--- config.mk ---
export PLATFORM = sky130hd
export DESIGN_NAME = fe_tagged_mem
export DESIGN_NICKNAME = d
export VERILOG_FILES = /design/src/rtl/fe_pkg.sv /design/src/rtl/fe_store.sv /design/src/rtl/fe_exec.sv /design/src/rtl/fe_park_queue.sv /design/src/rtl/fe_tagged_mem.sv
export SDC_FILE = /design/constraint.sdc
export NUM_CORES = 2
export LEC_CHECK = 0
export ABC_AREA = 1
export BUFFER_PORTS_ARGS = -buffer_cell sky130_fd_sc_hd__buf_2
export CAP_MARGIN = 20
export CORE_MARGIN = 2
export CORE_UTILIZATION = 45
export CTS_CLUSTER_SIZE = 12
export DETAILED_ROUTE_END_ITERATION = 10
export SLEW_MARGIN = 10
export SYNTH_ARGS = -nofsm -noshare
export SYNTH_HDL_FRONTEND = slang
export SYNTH_SLANG_ARGS = --single-unit
--- constraint.sdc ---
create_clock -name clk -period 11.2 [get_ports clk]
set_clock_uncertainty 0.05 [all_clocks]
set_input_delay 0 -clock clk [delete_from_list [all_inputs] [get_ports clk]]
set_output_delay 0 -clock clk [all_outputs]
set_load 0.05 [all_outputs]
--- src/rtl/fe_pkg.sv ---
package fe_pkg;
  localparam int DATA_W = 64;
  localparam int TRAP_W = 2;

  typedef enum logic [2:0] {
    OP_LD   = 3'd0,
    OP_ST   = 3'd1,
    OP_SLD  = 3'd2,
    OP_SST  = 3'd3,
    OP_FAA  = 3'd4,
    OP_TAGW = 3'd5
  } fe_op_e;

  typedef enum logic [1:0] {
    RS_OK      = 2'd0,
    RS_TRAP    = 2'd1,
    RS_TIMEOUT = 2'd2
  } fe_status_e;
endpackage

--- src/rtl/fe_store.sv ---
module fe_store
  import fe_pkg::*;
#(
  parameter int DEPTH = 16,
  localparam int AW = $clog2(DEPTH)
) (
  input  logic              clk,
  input  logic              rst_n,
  input  logic [AW-1:0]     addr,
  output logic [DATA_W-1:0] rd_data,
  output logic              rd_fe,
  output logic [TRAP_W-1:0] rd_trap,
  input  logic              we_data,
  input  logic              we_fe,
  input  logic              we_trap,
  input  logic [DATA_W-1:0] wr_data,
  input  logic              wr_fe,
  input  logic [TRAP_W-1:0] wr_trap
);
  logic [DATA_W-1:0] data_q [DEPTH];
  logic [DEPTH-1:0]  fe_q;
  logic [TRAP_W-1:0] trap_q [DEPTH];

  assign rd_data = data_q[addr];
  assign rd_fe   = fe_q[addr];
  assign rd_trap = trap_q[addr];

  always_ff @(posedge clk or negedge rst_n) begin
    if (!rst_n) begin
      fe_q <= '0;
      for (int i = 0; i < DEPTH; i++) begin
        data_q[i] <= '0;
        trap_q[i] <= '0;
      end
    end else begin
      for (int i = 0; i < DEPTH; i++) begin
        if (addr == AW'(i)) begin
          if (we_data) data_q[i] <= wr_data;
          if (we_fe)   fe_q[i]   <= wr_fe;
          if (we_trap) trap_q[i] <= wr_trap;
        end
      end
    end
  end
endmodule

--- src/rtl/fe_exec.sv ---
module fe_exec
  import fe_pkg::*;
(
  input  logic [2:0]        op,
  input  logic [DATA_W-1:0] cur_data,
  input  logic              cur_fe,
  input  logic [TRAP_W-1:0] cur_trap,
  input  logic [DATA_W-1:0] arg_data,
  input  logic [TRAP_W-1:0] arg_tag,
  output logic              trap_hit,
  output logic              blocked,
  output logic              we_data,
  output logic              we_fe,
  output logic              we_trap,
  output logic [DATA_W-1:0] new_data,
  output logic              new_fe,
  output logic [TRAP_W-1:0] new_trap,
  output logic [DATA_W-1:0] out_data,
  output logic              fe_flip
);
  fe_op_e opc;
  assign opc = fe_op_e'(op);

  always_comb begin
    trap_hit = (opc != OP_TAGW) && (cur_trap != '0);
    blocked  = 1'b0;
    we_data  = 1'b0;
    we_fe    = 1'b0;
    we_trap  = 1'b0;
    new_data = arg_data;
    new_fe   = cur_fe;
    new_trap = arg_tag;
    out_data = '0;
    if (!trap_hit) begin
      unique case (opc)
        OP_LD:  out_data = cur_data;
        OP_ST: begin
          we_data = 1'b1;
          we_fe   = 1'b1;
          new_fe  = 1'b1;
        end
        OP_SLD: begin
          if (cur_fe) begin
            out_data = cur_data;
            we_fe    = 1'b1;
            new_fe   = 1'b0;
          end else begin
            blocked = 1'b1;
          end
        end
        OP_SST: begin
          if (!cur_fe) begin
            we_data = 1'b1;
            we_fe   = 1'b1;
            new_fe  = 1'b1;
          end else begin
            blocked = 1'b1;
          end
        end
        OP_FAA: begin
          out_data = cur_data;
          we_data  = 1'b1;
          new_data = cur_data + arg_data;
        end
        OP_TAGW: we_trap = 1'b1;
        default: out_data = '0;
      endcase
    end
    fe_flip = we_fe && (new_fe != cur_fe);
  end
endmodule

--- src/rtl/fe_park_queue.sv ---
module fe_park_queue
  import fe_pkg::*;
#(
  parameter int QDEPTH = 4,
  parameter int AW     = 4,
  parameter int IDW    = 4,
  parameter int CNTW   = 8,
  localparam int QIW   = $clog2(QDEPTH)
) (
  input  logic              clk,
  input  logic              rst_n,
  input  logic              enq,
  input  logic              enq_sst,
  input  logic [AW-1:0]     enq_addr,
  input  logic [DATA_W-1:0] enq_data,
  input  logic [IDW-1:0]    enq_id,
  input  logic              serve_free,
  input  logic [CNTW-1:0]   serve_cnt,
  input  logic              wake,
  output logic              pick_valid,
  output logic              pick_sst,
  output logic [AW-1:0]     pick_addr,
  output logic [DATA_W-1:0] pick_data,
  output logic [IDW-1:0]    pick_id,
  output logic [CNTW-1:0]   pick_cnt,
  output logic              full
);
  logic [QDEPTH-1:0] vld_q, vld_n, pend_q, pend_n, sst_q, sst_n;
  logic [AW-1:0]     addr_q [QDEPTH];
  logic [AW-1:0]     addr_n [QDEPTH];
  logic [DATA_W-1:0] data_q [QDEPTH];
  logic [DATA_W-1:0] data_n [QDEPTH];
  logic [IDW-1:0]    id_q   [QDEPTH];
  logic [IDW-1:0]    id_n   [QDEPTH];
  logic [CNTW-1:0]   cnt_q  [QDEPTH];
  logic [CNTW-1:0]   cnt_n  [QDEPTH];
  logic [QIW-1:0]    rr_q, rr_n, pick_idx, free_idx;

  assign full = &vld_q;

  always_comb begin
    logic [QIW-1:0] idx;
    pick_valid = 1'b0;
    pick_idx   = '0;
    for (int k = 0; k < QDEPTH; k++) begin
      idx = rr_q + QIW'(k);
      if (!pick_valid && vld_q[idx] && pend_q[idx]) begin
        pick_valid = 1'b1;
        pick_idx   = idx;
      end
    end
    free_idx = '0;
    for (int k = QDEPTH - 1; k >= 0; k--) begin
      if (!vld_q[k]) free_idx = QIW'(k);
    end
  end

  assign pick_sst  = sst_q[pick_idx];
  assign pick_addr = addr_q[pick_idx];
  assign pick_data = data_q[pick_idx];
  assign pick_id   = id_q[pick_idx];
  assign pick_cnt  = cnt_q[pick_idx];

  always_comb begin
    vld_n  = vld_q;
    pend_n = pend_q;
    sst_n  = sst_q;
    addr_n = addr_q;
    data_n = data_q;
    id_n   = id_q;
    cnt_n  = cnt_q;
    rr_n   = rr_q;
    if (pick_valid) begin
      pend_n[pick_idx] = 1'b0;
      cnt_n[pick_idx]  = serve_cnt;
      if (serve_free) vld_n[pick_idx] = 1'b0;
      rr_n = pick_idx + 1'b1;
    end
    if (enq) begin
      vld_n[free_idx]  = 1'b1;
      pend_n[free_idx] = 1'b0;
      sst_n[free_idx]  = enq_sst;
      addr_n[free_idx] = enq_addr;
      data_n[free_idx] = enq_data;
      id_n[free_idx]   = enq_id;
      cnt_n[free_idx]  = '0;
    end
    if (wake) pend_n = pend_n | vld_n;
  end

  always_ff @(posedge clk or negedge rst_n) begin
    if (!rst_n) begin
      vld_q  <= '0;
      pend_q <= '0;
      sst_q  <= '0;
      rr_q   <= '0;
      for (int i = 0; i < QDEPTH; i++) begin
        addr_q[i] <= '0;
        data_q[i] <= '0;
        id_q[i]   <= '0;
        cnt_q[i]  <= '0;
      end
    end else begin
      vld_q  <= vld_n;
      pend_q <= pend_n;
      sst_q  <= sst_n;
      rr_q   <= rr_n;
      addr_q <= addr_n;
      data_q <= data_n;
      id_q   <= id_n;
      cnt_q  <= cnt_n;
    end
  end

  assert_no_enq_when_full_R7: assert property (@(posedge clk) disable iff (!rst_n)
    enq |-> !full);
  assert_pick_only_pending_R7: assert property (@(posedge clk) disable iff (!rst_n)
    pick_valid |-> (vld_q[pick_idx] && pend_q[pick_idx]));
endmodule

--- src/rtl/fe_tagged_mem.sv ---
module fe_tagged_mem
  import fe_pkg::*;
#(
  parameter int DEPTH  = 16,
  parameter int QDEPTH = 4,
  parameter int IDW    = 4,
  parameter int CNTW   = 8,
  localparam int AW    = $clog2(DEPTH)
) (
  input  logic              clk,
  input  logic              rst_n,
  input  logic [CNTW-1:0]   retry_limit,
  input  logic              req_valid,
  output logic              req_ready,
  input  logic [2:0]        req_op,
  input  logic [AW-1:0]     req_addr,
  input  logic [DATA_W-1:0] req_data,
  input  logic [TRAP_W-1:0] req_tag,
  input  logic [IDW-1:0]    req_id,
  output logic              rsp_valid,
  output logic [IDW-1:0]    rsp_id,
  output logic [DATA_W-1:0] rsp_data,
  output logic [1:0]        rsp_status
);
  logic              pick_valid, pick_sst, q_full;
  logic [AW-1:0]     pick_addr, x_addr;
  logic [DATA_W-1:0] pick_data, x_data, cur_data, new_data, out_data;
  logic [IDW-1:0]    pick_id, x_id;
  logic [CNTW-1:0]   pick_cnt, cnt_inc;
  logic [2:0]        x_op;
  logic [TRAP_W-1:0] x_tag, cur_trap, new_trap;
  logic              cur_fe, new_fe, trap_hit, blocked, fe_flip;
  logic              ex_we_data, ex_we_fe, ex_we_trap;
  logic              fire_new, active, commit, timeout, serve_free, enq, wake;
  logic              rsp_valid_n;
  logic [IDW-1:0]    rsp_id_n;
  logic [DATA_W-1:0] rsp_data_n;
  logic [1:0]        rsp_status_n;

  // Retries own the port whenever one is pending.
  always_comb begin
    if (pick_valid) begin
      x_op   = pick_sst ? OP_SST : OP_SLD;
      x_addr = pick_addr;
      x_data = pick_data;
      x_tag  = '0;
      x_id   = pick_id;
    end else begin
      x_op   = req_op;
      x_addr = req_addr;
      x_data = req_data;
      x_tag  = req_tag;
      x_id   = req_id;
    end
  end

  fe_store #(.DEPTH(DEPTH)) u_store (
    .clk(clk), .rst_n(rst_n), .addr(x_addr),
    .rd_data(cur_data), .rd_fe(cur_fe), .rd_trap(cur_trap),
    .we_data(ex_we_data && commit), .we_fe(ex_we_fe && commit),
    .we_trap(ex_we_trap && commit),
    .wr_data(new_data), .wr_fe(new_fe), .wr_trap(new_trap)
  );

  fe_exec u_exec (
    .op(x_op), .cur_data(cur_data), .cur_fe(cur_fe), .cur_trap(cur_trap),
    .arg_data(x_data), .arg_tag(x_tag), .trap_hit(trap_hit), .blocked(blocked),
    .we_data(ex_we_data), .we_fe(ex_we_fe), .we_trap(ex_we_trap),
    .new_data(new_data), .new_fe(new_fe), .new_trap(new_trap),
    .out_data(out_data), .fe_flip(fe_flip)
  );

  assign req_ready  = !pick_valid && !(q_full && blocked);
  assign fire_new   = req_valid && req_ready;
  assign active     = pick_valid || fire_new;
  assign commit     = active && !trap_hit && !blocked;
  assign cnt_inc    = pick_cnt + 1'b1;
  assign timeout    = pick_valid && blocked && (cnt_inc >= retry_limit);
  assign serve_free = trap_hit || !blocked || timeout;
  assign enq        = fire_new && blocked;
  assign wake       = commit && fe_flip;

  fe_park_queue #(.QDEPTH(QDEPTH), .AW(AW), .IDW(IDW), .CNTW(CNTW)) u_queue (
    .clk(clk), .rst_n(rst_n),
    .enq(enq), .enq_sst(x_op == OP_SST), .enq_addr(x_addr),
    .enq_data(x_data), .enq_id(x_id),
    .serve_free(serve_free), .serve_cnt(cnt_inc), .wake(wake),
    .pick_valid(pick_valid), .pick_sst(pick_sst), .pick_addr(pick_addr),
    .pick_data(pick_data), .pick_id(pick_id), .pick_cnt(pick_cnt), .full(q_full)
  );

  always_comb begin
    rsp_valid_n  = pick_valid ? serve_free : (fire_new && !blocked);
    rsp_id_n     = x_id;
    rsp_status_n = trap_hit ? RS_TRAP : (blocked ? RS_TIMEOUT : RS_OK);
    rsp_data_n   = (trap_hit || blocked) ? '0 : out_data;
  end

  always_ff @(posedge clk or negedge rst_n) begin
    if (!rst_n) begin
      rsp_valid  <= 1'b0;
      rsp_id     <= '0;
      rsp_data   <= '0;
      rsp_status <= '0;
    end else begin
      rsp_valid <= rsp_valid_n;
      if (rsp_valid_n) begin
        rsp_id     <= rsp_id_n;
        rsp_data   <= rsp_data_n;
        rsp_status <= rsp_status_n;
      end
    end
  end

  assert_hold_off_on_retry_R10: assert property (@(posedge clk) disable iff (!rst_n)
    pick_valid |-> !req_ready);
  assert_plain_read_answers_R2: assert property (@(posedge clk) disable iff (!rst_n)
    (req_valid && req_ready && req_op == OP_LD) |=> rsp_valid);
  assert_timeout_from_retry_R8: assert property (@(posedge clk) disable iff (!rst_n)
    (rsp_valid && rsp_status == RS_TIMEOUT) |-> $past(pick_valid));
  assert_faa_keeps_presence_R6: assert property (@(posedge clk) disable iff (!rst_n)
    (fire_new && req_op == OP_FAA) |-> !ex_we_fe);
  assert_trap_blocks_write_R9: assert property (@(posedge clk) disable iff (!rst_n)
    (active && trap_hit) |-> !(ex_we_data || ex_we_fe || ex_we_trap));
endmodule

Yosys cells after proc, flatten, opt, wreduce, memory -nomap -nowiden. Index checks and enable logic that the tools add are counted.

Bits in registers: 1477. Input port bits: 88. Output and inout bits: 72. Logic and storage cells: 321.

Add/sub/neg operators: 6. $lt $le $gt $ge: 15. Equal/unequal tests: 22. Multiplexer cells: 102. Bitwise operators: 12. Reductions and logical operators: 92.

Operators with widths (count): $mux W64 (11); $bmux W64 S4 (1); $bwmux W256 (1); $bmux W64 S2 (1); $demux W64 S2 (1); $pmux W64 S2 (1); $reduce_and A2 Y1 (48); $add A64 B64 Y64 (1); $mux W32 (2); $mux W4 (13); $and A32 B32 Y32 (1); $bwmux W16 (2); $bwmux W32 (1); $demux W8 S2 (2); $eq A4 B4 Y1 const B (8); $mux W8 (4); $not A32 Y32 (1); $logic_and A1 B1 Y1 (26); $mux W1 (26); $mux W2 (13); $bmux W1 S2 (9); $lt A2 B3 Y1 const B (6); $bmux W4 S2 (2); $bmux W8 S2 (1); 37 further kinds (67).

Logic depth before layout (Yosys ltp).
Word-level depth: 37. Depth in mapped cells: 46. Mapped depth without buffers: 41.

By module. Synthesis repeated with hierarchy kept, for this count alone.

Cells, all modules: 10868. Area total of the unflattened synthesis: 76328.2 µm².

Modules (own cells, without submodules): fe_store (instances 1, cells an instance 6876, area each 50229.4 µm², sequential area each 26825.7 µm²); fe_park_queue (instances 1, cells an instance 1719, area each 14395.1 µm², sequential area each 8358.0 µm²); fe_exec (instances 1, cells an instance 1515, area each 7026.7 µm², sequential area each 0.0 µm²); fe_tagged_mem (instances 1, cells an instance 758, area each 4677.0 µm², sequential area each 1776.7 µm²).

Least setup slack after synthesis. Ideal clock, no wire load.

Path type: reg-to-reg. Start: register u_queue.rr_q[0]. End: register u_store.data_q[234] in the netlist's numbering. Library setup time: 132 ps. Arrival time: 6392 ps. Required time: 11018 ps. Path slack: 4626 ps. Cell stages (with the launch flop): 41. Buffers on the path: 6. Clock period less this slack: 6574 ps. Cells stage by stage: dfrtp_1 -> buf_6 -> inv_4 -> nand2_1 -> nand2_1 -> nand2_1 -> nand2_2 -> nand4_4 -> nand2_2 -> nand2_2 -> nand2_1 -> nand2_1 -> nand2_1 -> nand3_4 -> nand2_2 -> buf_2 -> buf_2 -> nor2_1 -> (+5 left out) -> o2111a_1 -> ha_1 -> inv_1 -> fa_1 -> o21ai_0 -> a21oi_1 -> o21ai_0 -> a21oi_1 -> o21ai_0 -> a21boi_0 -> o21ai_0 -> a21oi_1 -> o21ai_0 -> a21oi_1 -> xnor2_1 -> o21ai_1 -> clkbuf_1 -> o21ai_1.

Word-level cells in the longest chain between the ends: 37. Elaborated cells between the ends (all ways): 89. Those cells by class: 4 x add/sub; 6 x eq/ne; 52 x mux; 2 x bitwise; 25 x reduce/logical.

RTL lines: from (decl) (line fe_park_queue.sv:37) `logic [QIW-1:0] rr_q, rr_n, pick_idx, free_idx;`; from (signal assigned) (line fe_park_queue.sv:107) `rr_q <= rr_n;`; branches (longest 37 deep; another with $add A2 B1 Y2); to (signal, indexed assignment) (line fe_store.sv:38) `if (we_data) data_q[i] <= wr_data;`; to (decl) (line fe_store.sv:20) `logic [DATA_W-1:0] data_q [DEPTH];`.

Several ways; the timed one is not identified. The select of a mux whose other input is x is not followed. A chain may end at the register's enable or synchronous reset.

Final worst setup path.
Start: register u_queue.rr_q[0]. End: register u_store.data_q[58] in the netlist's numbering.

The elaborated chain is that of the path after synthesis.

==> flow_summary.json <==
{
  "max_freq_mhz": 107,
  "arrival_ps": 10080,
  "yosys-top-cells-count": "2,455 x nand2_1, 1,477 x dfrtp_1, 1,181 x o21ai_0, 504 x o22ai_1, 500 x o21ai_1",
  "drive_above_1_share": 0.0790,
  "place_area_um2": 71900,
  "antenna_found_initial": 5,
  "critPathLaunchType": "flop",
  "fp.dieH_um": 399,
  "status": "finished clean",
  "numCtsBuffers": 160,
  "synth.most_common_cell": "nand2_1",
  "avgSynthCellArea_um2": 8.35,
  "period_minus_slack_ps": 9380,
  "drtPass1Iterations": 6,
  "viasPerCell": 5.87,
  "end_kind": "flop",
  "yosys.area.top_type": "dfrtp_1",
  "required_ps": 11900,
  "die_area_um2": 159000,
  "worst-path-buf-inv": 4,
  "yosysSeqAreaShare": 0.527,
  "multiInputGateArea_um2": 28600,
  "synth_top_cell_area_share": 0.527,
  "vias": 61599,
  "grt_pass1_wl_um": 365000,
  "fillerInstances": 14613,
  "drt_iter0_markers": 8130,
  "worstSkewPairLatency_ps": 820,
  "fin_cells": 10487,
  "ys_warn_count": 0,
  "dp_hpwl_um": 145000,
  "gr-total-overflow": 0,
  "crit_type": "reg2reg",
  "cts_tree": "yes",
  "initial_utilization": 0.455,
  "setup_violations": 0,
  "wl_per_cell_um": 23.0,
  "slew_headroom": 0.226,
  "drt-total-wl_um": 241000,
  "core_area_um2": 154000,
  "ctsHoldBuffers": 86,
  "grt_util_all_layers": 0.300,
  "grt_pass1_vias": 57718,
  "hold_start": "req_data[29]",
  "crit_top_cell": "nand2_1",
  "postCtsSetupBuffers": 0,
  "dp.cells": 10110,
  "nets": 8486,
  "synth_area_um2": 70200,
  "r2r-end": "u_store.data_q[58]",
  "cpPeakStageDelay_ps": 770,
  "cp_slowest_cell": "o31ai_1",
  "synth-seq-cells": 1477,
  "worstRegToRegCells": 35,
  "htree_num_levels": 4,
  "io_pins": 160,
  "cts_sinks": 1477,
  "die_w_um": 399,
  "min_to": "u_queue.data_q[29]",
  "fin_crit_sh": 0.837,
  "final_area_um2": 78000,
  "finalSetupTns_ps": 0,
  "maxCapViolations": 0,
  "tightestPinTransition_ps": 1160,
  "port_buffers": 159,
  "register_area_um2": 37000,
  "rows": 144,
  "synth_cells": 8405,
  "area_growth_pct": 11.1,
  "critPathMaxFanout": 59,
  "ys_top_cells_by_area": "dfrtp_1 53%, nand2_1 13%, o21ai_0 8.4%",
  "final_antenna_net_count": 0,
  "synth.distinct_cells": 64,
  "drc": 0,
  "grt_max_degree": 174,
  "cts_root_buffer": "clkbuf_16",
  "cts-resized-gates": 0,
  "clkTransAtPathRegs_ps": 60,
  "slew_violations": 0,
  "hold_path.class": "in2reg",
  "synth_edf_count": 0,
  "hold_viol_final": 0,
  "cts_buffer_depth": 3,
  "yosys_most_used_dff": "dfrtp_1",
  "hold_depth": 5,
  "r2r_slack_ps": 1820,
  "mappedNetlistNets": 8570,
  "rsz0062_at_grt": "no",
  "path_delay_family": "simple AND/OR/NAND/NOR gates",
  "reg2reg_from": "u_queue.rr_q[0]",
  "async_flop_share": 1.00,
  "place.gp.congestion": 0.966
}
[layout make-up]
class,count,share of cell area
multi-input combinational,5828,0.367
timing repair buffer,390,0.0381
inverter,464,0.0226
antenna,2,0.0000642
sequential,1477,0.474
clock inverter,43,0.00637
tap,2044,0.0328
clock buffer,239,0.0595
[flip-flops by register name (all words and copies together) (netlist names)]
register / cells
rsp_data: 64
rsp_id: 4
rsp_status: 2
rsp_valid: 1
u_queue.addr_q: 16
u_queue.cnt_q: 32
u_queue.data_q: 256
u_queue.id_q: 16
u_queue.pend_q: 4
u_queue.rr_q: 2
u_queue.sst_q: 4
u_queue.vld_q: 4
u_store.data_q: 1024
u_store.fe_q: 16
u_store.trap_q: 32
[worst max-delay path by stage]
stage / slack [ps] / cells past startpoint / from / endpoint
after floorplan: 4630 / 40 / u_queue.rr_q[0] / u_store.data_q[234]
after global placement: 1860 / 36 / u_queue.rr_q[0] / u_store.data_q[938]
after detailed placement: 1690 / 36 / u_queue.rr_q[0] / u_store.data_q[1002]
after CTS: 1620 / 36 / u_queue.rr_q[0] / u_store.data_q[42]
after global routing: 1160 / 37 / u_queue.rr_q[0] / u_store.data_q[58]
final: 1820 / 35 / u_queue.rr_q[0] / u_store.data_q[58]
[cells by family (layout without fill, tap and decap cells)]
family / count (synthesis) / after routing / share of synthesized area
other: 0 / 2 / 0
XOR/XNOR: 55 / 55 / 0.00686
AO/OA/AOI/OAI: 2572 / 2572 / 0.205
buffers and inverters: 1100 / 1136 / 0.0697
adder cells (fa/ha/maj): 77 / 77 / 0.0138
flip-flops: 1477 / 1477 / 0.527
AND/OR/NAND/NOR: 3122 / 3122 / 0.178
multiplexers: 2 / 2 / 0.000285
[cell usage in the layout (no fill, tap or decap), drive strengths merged, types with 2 or more instances in the layout]
cell	synthesis	final
xor2	33	33
nor3	10	10
clkbuf	339	240
or3	2	2
dfrtp	1477	1477
inv	460	474
nand3	360	360
nand4	11	11
dlygate4sd3	0	85
a32oi	2	2
a21oi	212	212
nand2	2485	2485
a2bb2oi	2	2
o21ai	1688	1688
or2	9	9
o2111a	62	62
mux2i	2	2
o22ai	504	504
a22oi	8	8
clkinv	4	28
nor2	228	228
a31oi	26	26
bufinv	0	4
buf	297	304
a21boi	3	3
nand3b	11	11
o21a	30	30
nor4	5	5
ha	76	76
o31ai	4	4
diode	0	2
a211oi	2	2
xnor2	22	22
o21bai	7	7
o211ai	11	11
a221oi	3	3
[tightest hold or removal path, cell delays in order]
cell	delay, ps
dlygate4sd3_1	520
buf_2	100
nand2_1	40
o21a_1	100
o21ai_1	130
[layer usage]
layer  share of wire  vias up  global-route usage  routed length [um]
li1                -    28101                   -                   -
met1            0.45    30250               0.436              108000
met2            0.44     2828               0.453              106000
met3           0.086      418              0.0546               20800
met4           0.029        2              0.0969                7050
met5        0.000054        -                   0                  13
[through the flow]
stage | util | worst slack, ps | hold slack, ps
after floorplan | - | 4630 | -346
after global placement | 0.465 | 1860 | 135
after detailed placement | 0.466 | 1690 | 137
after CTS | 0.504 | 1620 | 27.9
after global routing | 0.505 | 1160 | 107
final | 0.505 | 1820 | 80.3
Power is left out: the tool's default activity adds up to more than one toggle a clock period on the data nets, which glitch-free logic cannot reach.
